===== src/rtl/gpio_ctrl_pkg.sv =====
// Package: shared definitions for the edge-detecting GPIO controller.
// Assumes a word-addressed register interface, one bit per pin in each word.
package gpio_ctrl_pkg;

    // Register index, taken from the low three bits of the word address.
    typedef enum logic [2:0] {
        REG_LEVEL = 3'd0,
        REG_DIR   = 3'd1,
        REG_SET   = 3'd2,
        REG_CLR   = 3'd3,
        REG_RISE  = 3'd4,
        REG_FALL  = 3'd5,
        REG_STAT  = 3'd6,
        REG_ALT   = 3'd7
    } gpio_reg_e;

    // One write strobe per writable register.
    typedef struct packed {
        logic dir;
        logic set;
        logic clr;
        logic rise;
        logic fall;
        logic stat;
        logic alt;
    } gpio_wr_sel_t;

endpackage


===== src/rtl/gpio_in_sync.sv =====
// Module: gpio_in_sync
// Two-flop synchronizer for every pad input.
// Assumes the inputs may change at any time relative to clk.
module gpio_in_sync #(
    parameter int WIDTH = 28
) (
    input  logic             clk,
    input  logic             rst_n,
    input  logic [WIDTH-1:0] async_in,
    output logic [WIDTH-1:0] sync_out
);

    logic [WIDTH-1:0] meta_q;
    logic [WIDTH-1:0] sync_q;

    // Purpose: move the pad levels into the clk domain in two stages.
    always_ff @(posedge clk) begin
        if (!rst_n) begin
            meta_q <= '0;
            sync_q <= '0;
        end else begin
            meta_q <= async_in;
            sync_q <= meta_q;
        end
    end

    assign sync_out = sync_q;

endmodule


===== src/rtl/gpio_edge_capture.sv =====
// Module: gpio_edge_capture
// Finds the enabled edges on the synchronized levels and keeps them in a
// sticky status word that software clears by writing ones.
// Assumes the levels are already synchronous. A new edge takes priority over
// a clear in the same cycle.
module gpio_edge_capture #(
    parameter int WIDTH = 28
) (
    input  logic             clk,
    input  logic             rst_n,
    input  logic [WIDTH-1:0] level,
    input  logic [WIDTH-1:0] rise_en,
    input  logic [WIDTH-1:0] fall_en,
    input  logic             clr_we,
    input  logic [WIDTH-1:0] clr_mask,
    output logic [WIDTH-1:0] edge_evt,
    output logic [WIDTH-1:0] status
);

    logic [WIDTH-1:0] prev_q;
    logic [WIDTH-1:0] status_q;
    logic [WIDTH-1:0] rise_hit;
    logic [WIDTH-1:0] fall_hit;
    logic [WIDTH-1:0] keep_mask;

    // Purpose: hold the previous synchronized level for the comparison.
    always_ff @(posedge clk) begin
        if (!rst_n) prev_q <= '0;
        else        prev_q <= level;
    end

    // Purpose: find the enabled rising and falling transitions in this cycle.
    always_comb begin
        rise_hit = level & ~prev_q & rise_en;
        fall_hit = ~level & prev_q & fall_en;
        edge_evt = rise_hit | fall_hit;
    end

    // Purpose: bits written as one are cleared, all others are kept.
    always_comb begin
        keep_mask = clr_we ? ~clr_mask : '1;
    end

    // Purpose: sticky status; an edge in this cycle overrides the clear.
    always_ff @(posedge clk) begin
        if (!rst_n) status_q <= '0;
        else        status_q <= (status_q & keep_mask) | edge_evt;
    end

    assign status = status_q;

endmodule


===== src/rtl/gpio_cfg_regs.sv =====
// Module: gpio_cfg_regs
// Holds direction, edge enables, alternate select and the output latch.
// Assumes the write strobes are already decoded and one-hot.
module gpio_cfg_regs #(
    parameter int WIDTH = 28
) (
    input  logic                       clk,
    input  logic                       rst_n,
    input  gpio_ctrl_pkg::gpio_wr_sel_t wr_sel,
    input  logic [WIDTH-1:0]           wdata,
    output logic [WIDTH-1:0]           dir,
    output logic [WIDTH-1:0]           rise_en,
    output logic [WIDTH-1:0]           fall_en,
    output logic [WIDTH-1:0]           alt_sel,
    output logic [WIDTH-1:0]           out_latch
);

    logic [WIDTH-1:0] dir_q;
    logic [WIDTH-1:0] rise_q;
    logic [WIDTH-1:0] fall_q;
    logic [WIDTH-1:0] alt_q;
    logic [WIDTH-1:0] latch_q;

    // Purpose: plain read/write configuration words.
    always_ff @(posedge clk) begin
        if (!rst_n) begin
            dir_q  <= '0;
            rise_q <= '0;
            fall_q <= '0;
            alt_q  <= '0;
        end else begin
            if (wr_sel.dir)  dir_q  <= wdata;
            if (wr_sel.rise) rise_q <= wdata;
            if (wr_sel.fall) fall_q <= wdata;
            if (wr_sel.alt)  alt_q  <= wdata;
        end
    end

    // Purpose: output latch, set and cleared bit by bit through masks.
    always_ff @(posedge clk) begin
        if (!rst_n)          latch_q <= '0;
        else if (wr_sel.set) latch_q <= latch_q | wdata;
        else if (wr_sel.clr) latch_q <= latch_q & ~wdata;
    end

    assign dir       = dir_q;
    assign rise_en   = rise_q;
    assign fall_en   = fall_q;
    assign alt_sel   = alt_q;
    assign out_latch = latch_q;

endmodule


===== src/rtl/gpio_irq_fanin.sv =====
// Module: gpio_irq_fanin
// Maps the status word onto the interrupt lines: one line for each of the
// low pins, and one shared OR line for all remaining pins.
// Assumes WIDTH > NUM_DIRECT.
module gpio_irq_fanin #(
    parameter int WIDTH      = 28,
    parameter int NUM_DIRECT = 11
) (
    input  logic [WIDTH-1:0]    status,
    output logic [NUM_DIRECT:0] irq
);

    // Purpose: each low pin gets a line of its own.
    for (genvar i = 0; i < NUM_DIRECT; i++) begin : g_direct
        assign irq[i] = status[i];
    end

    // Purpose: the upper pins share the last line.
    assign irq[NUM_DIRECT] = |status[WIDTH-1:NUM_DIRECT];

endmodule


===== src/rtl/gpio_edge_irq_ctrl.sv =====
// Module: gpio_edge_irq_ctrl (top)
// GPIO controller with per-pin edge capture, write-one-to-clear status,
// interrupt lines and an alternate-function bypass of the pad controls.
// Assumes ADDR_W >= 4 and DATA_W >= NUM_PINS. Reads are combinational;
// writes take effect on the rising edge where bus_we is high.
module gpio_edge_irq_ctrl #(
    parameter int NUM_PINS   = 28,
    parameter int NUM_DIRECT = 11,
    parameter int ADDR_W     = 4,
    parameter int DATA_W     = 32
) (
    input  logic                  clk,
    input  logic                  rst_n,
    input  logic [ADDR_W-1:0]     bus_addr,
    input  logic [DATA_W-1:0]     bus_wdata,
    input  logic                  bus_we,
    output logic [DATA_W-1:0]     bus_rdata,
    input  logic [NUM_PINS-1:0]   pin_in,
    output logic [NUM_PINS-1:0]   pin_out,
    output logic [NUM_PINS-1:0]   pin_oe,
    input  logic [NUM_PINS-1:0]   alt_out,
    input  logic [NUM_PINS-1:0]   alt_oe,
    output logic [NUM_DIRECT:0]   irq
);
    import gpio_ctrl_pkg::*;

    localparam int IDX_W   = 3;
    localparam int NUM_IRQ = NUM_DIRECT + 1;

    logic                    addr_ok;
    gpio_reg_e               reg_idx;
    gpio_wr_sel_t            wr_sel;
    logic [NUM_PINS-1:0]     wdata_pins;
    logic                    unused_wdata_hi;

    logic [NUM_PINS-1:0]     lvl_sync;
    logic [NUM_PINS-1:0]     dir_q;
    logic [NUM_PINS-1:0]     rise_en;
    logic [NUM_PINS-1:0]     fall_en;
    logic [NUM_PINS-1:0]     alt_q;
    logic [NUM_PINS-1:0]     latch_q;
    logic [NUM_PINS-1:0]     edge_evt;
    logic [NUM_PINS-1:0]     stat_q;
    logic                    stat_clr_we;
    logic [NUM_IRQ-1:0]      irq_w;
    logic [NUM_PINS-1:0]     rd_pins;

    // Purpose: split the address into a range check and a register index.
    always_comb begin
        addr_ok    = (bus_addr >> IDX_W) == '0;
        reg_idx    = gpio_reg_e'(bus_addr[IDX_W-1:0]);
        wdata_pins = bus_wdata[NUM_PINS-1:0];
    end

    if (DATA_W > NUM_PINS) begin : g_wdata_hi
        assign unused_wdata_hi = ^bus_wdata[DATA_W-1:NUM_PINS];
    end else begin : g_wdata_full
        assign unused_wdata_hi = 1'b0;
    end

    // Purpose: decode one write strobe per writable register.
    always_comb begin
        wr_sel      = '0;
        if (bus_we && addr_ok) begin
            unique case (reg_idx)
                REG_DIR:  wr_sel.dir  = 1'b1;
                REG_SET:  wr_sel.set  = 1'b1;
                REG_CLR:  wr_sel.clr  = 1'b1;
                REG_RISE: wr_sel.rise = 1'b1;
                REG_FALL: wr_sel.fall = 1'b1;
                REG_STAT: wr_sel.stat = 1'b1;
                REG_ALT:  wr_sel.alt  = 1'b1;
                default:  ;
            endcase
        end
        stat_clr_we = wr_sel.stat;
    end

    gpio_in_sync #(
        .WIDTH(NUM_PINS)
    ) sync_i (
        .clk      (clk),
        .rst_n    (rst_n),
        .async_in (pin_in),
        .sync_out (lvl_sync)
    );

    gpio_cfg_regs #(
        .WIDTH(NUM_PINS)
    ) cfg_i (
        .clk       (clk),
        .rst_n     (rst_n),
        .wr_sel    (wr_sel),
        .wdata     (wdata_pins),
        .dir       (dir_q),
        .rise_en   (rise_en),
        .fall_en   (fall_en),
        .alt_sel   (alt_q),
        .out_latch (latch_q)
    );

    gpio_edge_capture #(
        .WIDTH(NUM_PINS)
    ) edge_i (
        .clk      (clk),
        .rst_n    (rst_n),
        .level    (lvl_sync),
        .rise_en  (rise_en),
        .fall_en  (fall_en),
        .clr_we   (stat_clr_we),
        .clr_mask (wdata_pins),
        .edge_evt (edge_evt),
        .status   (stat_q)
    );

    gpio_irq_fanin #(
        .WIDTH      (NUM_PINS),
        .NUM_DIRECT (NUM_DIRECT)
    ) irq_i (
        .status (stat_q),
        .irq    (irq_w)
    );

    assign irq = irq_w;

    // Purpose: per pin, choose the GPIO or the alternate-function drive.
    for (genvar p = 0; p < NUM_PINS; p++) begin : g_pad
        assign pin_oe[p]  = alt_q[p] ? alt_oe[p]  : dir_q[p];
        assign pin_out[p] = alt_q[p] ? alt_out[p] : latch_q[p];
    end

    // Purpose: select the read word; write-only and unmapped words read 0.
    always_comb begin
        rd_pins = '0;
        if (addr_ok) begin
            unique case (reg_idx)
                REG_LEVEL: rd_pins = lvl_sync;
                REG_DIR:   rd_pins = dir_q;
                REG_RISE:  rd_pins = rise_en;
                REG_FALL:  rd_pins = fall_en;
                REG_STAT:  rd_pins = stat_q;
                REG_ALT:   rd_pins = alt_q;
                default:   rd_pins = '0;
            endcase
        end
        bus_rdata = DATA_W'(rd_pins);
    end

endmodule


===== config.mk =====
export PLATFORM = sky130hd
export DESIGN_NAME = gpio_edge_irq_ctrl
export DESIGN_NICKNAME = d
export VERILOG_FILES = /design/src/rtl/gpio_ctrl_pkg.sv /design/src/rtl/gpio_in_sync.sv /design/src/rtl/gpio_edge_capture.sv /design/src/rtl/gpio_cfg_regs.sv /design/src/rtl/gpio_irq_fanin.sv /design/src/rtl/gpio_edge_irq_ctrl.sv
export SDC_FILE = /design/constraint.sdc
export NUM_CORES = 1
export LEC_CHECK = 0
export ABC_AREA = 1
export CAP_MARGIN = 20
export CELL_PAD_IN_SITES_DETAIL_PLACEMENT = 0
export CELL_PAD_IN_SITES_GLOBAL_PLACEMENT = 1
export CORE_UTILIZATION = 35
export CTS_CLUSTER_DIAMETER = 150
export DETAILED_ROUTE_END_ITERATION = 10
export PLACE_DENSITY_LB_ADDON = 0.1
export SKIP_CTS_REPAIR_TIMING = 1
export SYNTH_ARGS = -nofsm -noshare
export SYNTH_HDL_FRONTEND = slang
export SYNTH_SLANG_ARGS = --single-unit

===== constraint.sdc =====
create_clock -name clk -period 2.3 [get_ports clk]
set_clock_uncertainty 0.15 [all_clocks]
set_input_delay 0.575 -clock clk [delete_from_list [all_inputs] [get_ports clk]]
set_output_delay 0.575 -clock clk [all_outputs]
set_load 0.01 [all_outputs]

* Yosys cells after proc, flatten, opt, wreduce, memory -nomap -nowiden
Index checks and enable logic that the tools add are counted.
** Cells by class
- Eq/ne operators :: 7
- Muxes and demuxes :: 69
- Bitwise gates (word level) :: 12
- Reduce and logical (&&, ||, !) cells :: 5
** Operators with widths (number)
- bitwise AND 28 bit :: 6
- case mux 28 bit (6 select lines) :: 1
- two-way mux 28 bit :: 4
- NOT 28 bit :: 3
- bitwise OR 28 bit :: 3
- two-way mux 1 bit :: 63
- OR reduction 17 bit :: 1
- == test 3 bit, second input constant :: 4
- two-way mux 7 bit :: 1
- == test 3 x 2 -> 1 bit, second input constant :: 2
- zero test 4 bit :: 1
- == test 3 x 1 -> 1 bit, second input constant :: 1
- zero test 3 bit :: 1
- nonzero test 2 bit :: 1
- logical AND 1 bit :: 1
** Storage, ports and cells
- Bits in registers :: 252
- Bits of input ports :: 123
- Output and inout port bits :: 100
- Word-level logic and storage cells :: 102

* Logic depth before layout (Yosys ltp)
- Depth in word-level cells :: 6
- Mapped depth :: 8
- Mapped depth without buffers :: 6

* Cells and area by module
From an unflattened synthesis, not the netlist that was laid out.
** Unflattened totals
- Cell total of the unflattened synthesis :: 1715
- Area total of the unflattened synthesis :: 11898.9 sq um
** Modules (own cells, without submodules)
- gpio_cfg_regs :: times used 1, cells each 633, area each 4908.5 sq um, seq. area each 2802.7 sq um
- gpio_edge_irq_ctrl :: times used 1, cells each 482, area each 2700.1 sq um, seq. area each 0.0 sq um
- gpio_edge_capture :: times used 1, cells each 401, area each 2551.2 sq um, seq. area each 1121.1 sq um
- gpio_in_sync :: times used 1, cells each 174, area each 1599.0 sq um, seq. area each 1121.1 sq um
- gpio_irq_fanin :: times used 1, cells each 25, area each 140.1 sq um, seq. area each 0.0 sq um

* Least setup slack after synthesis
No wires, ideal clock.
- Kind :: input port to output port
- Start point :: in bus_addr[2]
- End point :: out bus_rdata[24]
- Data arrival time :: 1.584 ns
- Data required time :: 1.575 ns
- Setup slack :: -0.009 ns
- Stages :: 8
- Path buffers :: 3
- Cells stage by stage :: buf_2 -> nor2_2 -> buf_4 -> buf_2 -> nand3_1 -> nand2_1 -> inv_1 -> a21oi_1
** Between the ends
- Word-level cells in the longest chain between the ends :: 3
- Elaborated cells on any way between the ends :: 8
- Classes of those cells :: 5 x eq/ne; 2 x mux; 1 x reduce/logical
** Ends and longest elaborated chain
- start, declared :: RTL line gpio_edge_irq_ctrl.sv:14 : input logic [ADDR_W-1:0] bus_addr,
- == test 3 bit, or another cell as far along :: RTL line gpio_edge_irq_ctrl.sv:136 : unique case (reg_idx)
- case mux 28 bit (6 select lines) (*) :: RTL line gpio_edge_irq_ctrl.sv:136
- two-way mux 28 bit (*) :: RTL line gpio_edge_irq_ctrl.sv:135 : if (addr_ok) begin
- end, declared :: RTL line gpio_edge_irq_ctrl.sv:17 : output logic [DATA_W-1:0] bus_rdata,
Every way passes the cells marked *; elsewhere a longest branch is shown, timed or not.

* Final worst setup path
- Start point :: in bus_addr[1]
- End point :: out bus_rdata[9]
Same word-level chain as after synthesis.

==> results.py <==
metrics = {
    "run_status": {
        "status": "finished, violations left",
        "violations": "negative setup slack",
    },
    "timing": {
        "rsz0062_at_grt": "true",
        "finalCriticalPeriod_ns": 2.484,
        "maxSlewViolCount": 0,
        "timing.hold.ws_ns": 0.2523,
        "hold_viol": 0,
        "setup_viol": 20,
        "fmax_mhz": 402.6,
        "fin_crit_sh_pct": 108.0,
        "setup_ws_ns": -0.1837,
    },
    "clock_network": {
        "insertion_delay_ns": 0.54,
        "numCtsBuffers": 29,
        "htreeDepth": 1,
        "path_clk_slew_ns": 0.06,
        "root_buffer": "clkbuf_16",
        "cts_tree": "yes",
        "cts.path.max_buffers": 3,
        "cts.sinks": 252,
    },
    "yosys": {
        "yosysSeqAreaShare_pct": 44.10,
        "syn_avg_cell_area_um2": 6.681,
        "synth_top_area_share_pct": 44.10,
        "synth_top_family_by_area": "simple AND/OR/NAND/NOR gates",
        "synth-compound-area-share_pct": 13.70,
        "synthMuxAreaShare_pct": 0,
        "yosys.area_share.adder_pct": 0,
        "synth_warnings": 0,
        "synthTopCellsByArea": "dfxtp_1 44%, nand2_1 15%, a21oi_1 7.6%, nor2_1 6.9%, inv_1 6.4%",
        "synthDistinctLibCells": 21,
        "ys_seq_elements": 252,
        "syn_area_mm2": 0.01144,
        "synth-simple-area-share_pct": 30.15,
        "synth_top_area_cell": "dfxtp_1",
        "synth_xor_xnor_area_share_pct": 0,
        "syn_inst": 1712,
    },
    "floorplanning": {
        "die_w_um": 182.8,
        "ioPinCount": 223,
        "start_util_pct": 35.88,
        "die_area_mm2": 0.03341,
        "core_area_mm2": 0.03188,
        "rows": 65,
        "die_y_um": 182.8,
    },
    "worst_setup_path": {
        "worstPathCellList": "buf_12, nor2_4, buf_6, buf_6, clkbuf_16, nand3_2, nand2_2, nor2_2, a21oi_2, buf_2",
        "slowest_stage": "a21oi_2",
        "critPathCapture": "bus_rdata[9]",
        "reg2reg_from": "cfg_i.fall_en[9]",
        "r2r_end": "edge_i.status[9]",
        "path_buf_inv": 5,
        "crit_top_cell": "buf_6",
        "crit_path_max_fanout": 7,
        "critical_path_depth": 10,
        "crit_arrival_ns": 1.76,
        "worstSetupPathType": "in -> out",
        "r2r_setup_slack_ns": 1.29,
        "cp_slowest_stage_delay_ns": 0.19,
        "end_kind": "output port",
        "worstPathRequired_ns": 1.57,
        "startpoint_type": "input pin",
        "cp_top_family": "buffers and inverters",
        "r2r_cells": 5,
        "critPathLaunch": "bus_addr[1]",
    },
    "cells_and_area": {
        "fin_nets": 2060,
        "fin_cells": 2392,
        "syn2layout_area_growth_pct": 40.29,
        "drive_above_1_share_pct": 13.29,
    },
    "place": {
        "dp_hpwl_um": 25750,
        "numPortBuffers": 214,
        "dpl.cell_count": 2323,
        "gp_congestion": 0.8087,
    },
    "pwr": {
        "ir_drop_mv": 0.4704,
        "power_density_mw_per_mm2": 624.5,
        "p_leak_nw": 8.122,
    },
    "global_route": {
        "grt_max_degree": 75,
        "grt_util_met3_pct": 3.118,
        "grt_pass1_wl_um": 59540,
        "grt_usage_pct": 22.62,
        "antenna_found_initial": 1,
        "grtUsageMet1_pct": 31.26,
        "grt.overflow.total": 0,
        "grt_pass1_vias": 10530,
        "top_usage_layer": "met2",
        "grt_util_met2_pct": 37.50,
    },
    "detailed_routing": {
        "finalWirelength_um": 39180,
        "antenna_left": 0,
        "firstDrtPassIters": 5,
        "routed_via_density": 4.839,
        "vias": 11570,
        "drt_iter0_markers": 625,
        "wl_per_cell_um": 16.38,
        "drc": 0,
    },
    "hold_path": {
        "worstHoldPathType": "in -> reg",
    },
    "run": {
        "drv_cap": 0,
    },
}
[synth_stat cells, drive strengths merged]
cell type,n
dfxtp,252
conb,1
a21oi,173
nor3b,1
nand2,450
clkbuf,35
buf,83
o21ai,140
nand4,72
nand3,90
inv,198
nor4,1
nor2,215
nor3,1
[cell usage in the layout (no fill, tap or decap), types with 8 or more instances in the layout]
| cell | instances |
|---|---|
| clkdlybuf4s50_1 | 124 |
| a21oi_2 | 24 |
| nand3_1 | 73 |
| nor2_2 | 10 |
| o21ai_1 | 66 |
| nand2_1 | 445 |
| nor2_4 | 9 |
| o21ai_0 | 74 |
| inv_2 | 8 |
| a21oi_1 | 149 |
| dfxtp_2 | 11 |
| buf_12 | 34 |
| inv_1 | 188 |
| dfxtp_1 | 239 |
| nand4_1 | 72 |
| buf_6 | 8 |
| clkbuf_16 | 35 |
| nor2_1 | 196 |
| nand3_2 | 15 |
| clkbuf_1 | 9 |
| dlymetal6s2s_1 | 57 |
| buf_4 | 45 |
| buf_2 | 23 |
[final cells by class]
class,count,area (µm²)
Clock inverter,7,66.31
Multi-Input combinational cell,1147,5315
Sequential cell,252,5066
Timing Repair Buffer,309,3461
Fill cell,3182,15830
Antenna cell,1,2.502
Tap cell,435,544.3
Inverter,198,763.2
Clock buffer,43,828.3
[routing by layer]
layer	routed length (µm)	vias to the layer above	part of all wire [%]
li1	-	5897	-
met1	18530	5291	47
met2	17890	335	46
met3	2077	51	5.3
met4	680	0	1.7
met5	0	-	0
[report_power, final]
part	total, W	internal (W)	switching [W]
Combinational	0.00107	0.000500	0.000568
Sequential	0.00456	0.00448	0.0000843
Clock	0.00439	0.00258	0.00181
Total	0.0100	0.00756	0.00247
[worst min path at each step]
stage	cells after the start	startpoint	end	slack, ns
finish	3	rst_n	edge_i.prev_q[22]	0.25
global route	3	rst_n	edge_i.prev_q[19]	0.26
CTS	3	rst_n	sync_i.meta_q[18]	0.24
detailed placement	2	sync_i.meta_q[2]	sync_i.sync_out[2]	0.24
global placement	2	sync_i.meta_q[27]	sync_i.sync_out[27]	0.24
floorplan	2	sync_i.meta_q[0]	sync_i.sync_out[0]	0.24
[worst min-delay path: stages]
cell	delay [ns]
buf_6	0.18
nand2_1	0.10
inv_1	0.03
[logic make-up (layout without fill, tap and decap cells)]
logic type      count (synthesis)  after routing
flops                         252            252
other cells                     1              5
compound gates                313            313
simple gates                  830            830
buf+inv                       316            557
[per-stage QoR]
step                TNS, ns  total power (W)  util, %  instance area [µm²]  setup slack (ns)
floorplan                 0         0.005054        -                11510          0.002598
global placement     -19.26         0.005634    45.60                14540           -0.5463
detailed placement   -19.81         0.005639    45.60                14540           -0.5722
CTS                  -21.32          0.01005    48.41                15430           -0.5885
global route         -3.459          0.01045    50.33                16040           -0.2198
finish               -1.793          0.01002    50.33                16050           -0.1837
Power figures use the tool's default switching activity.
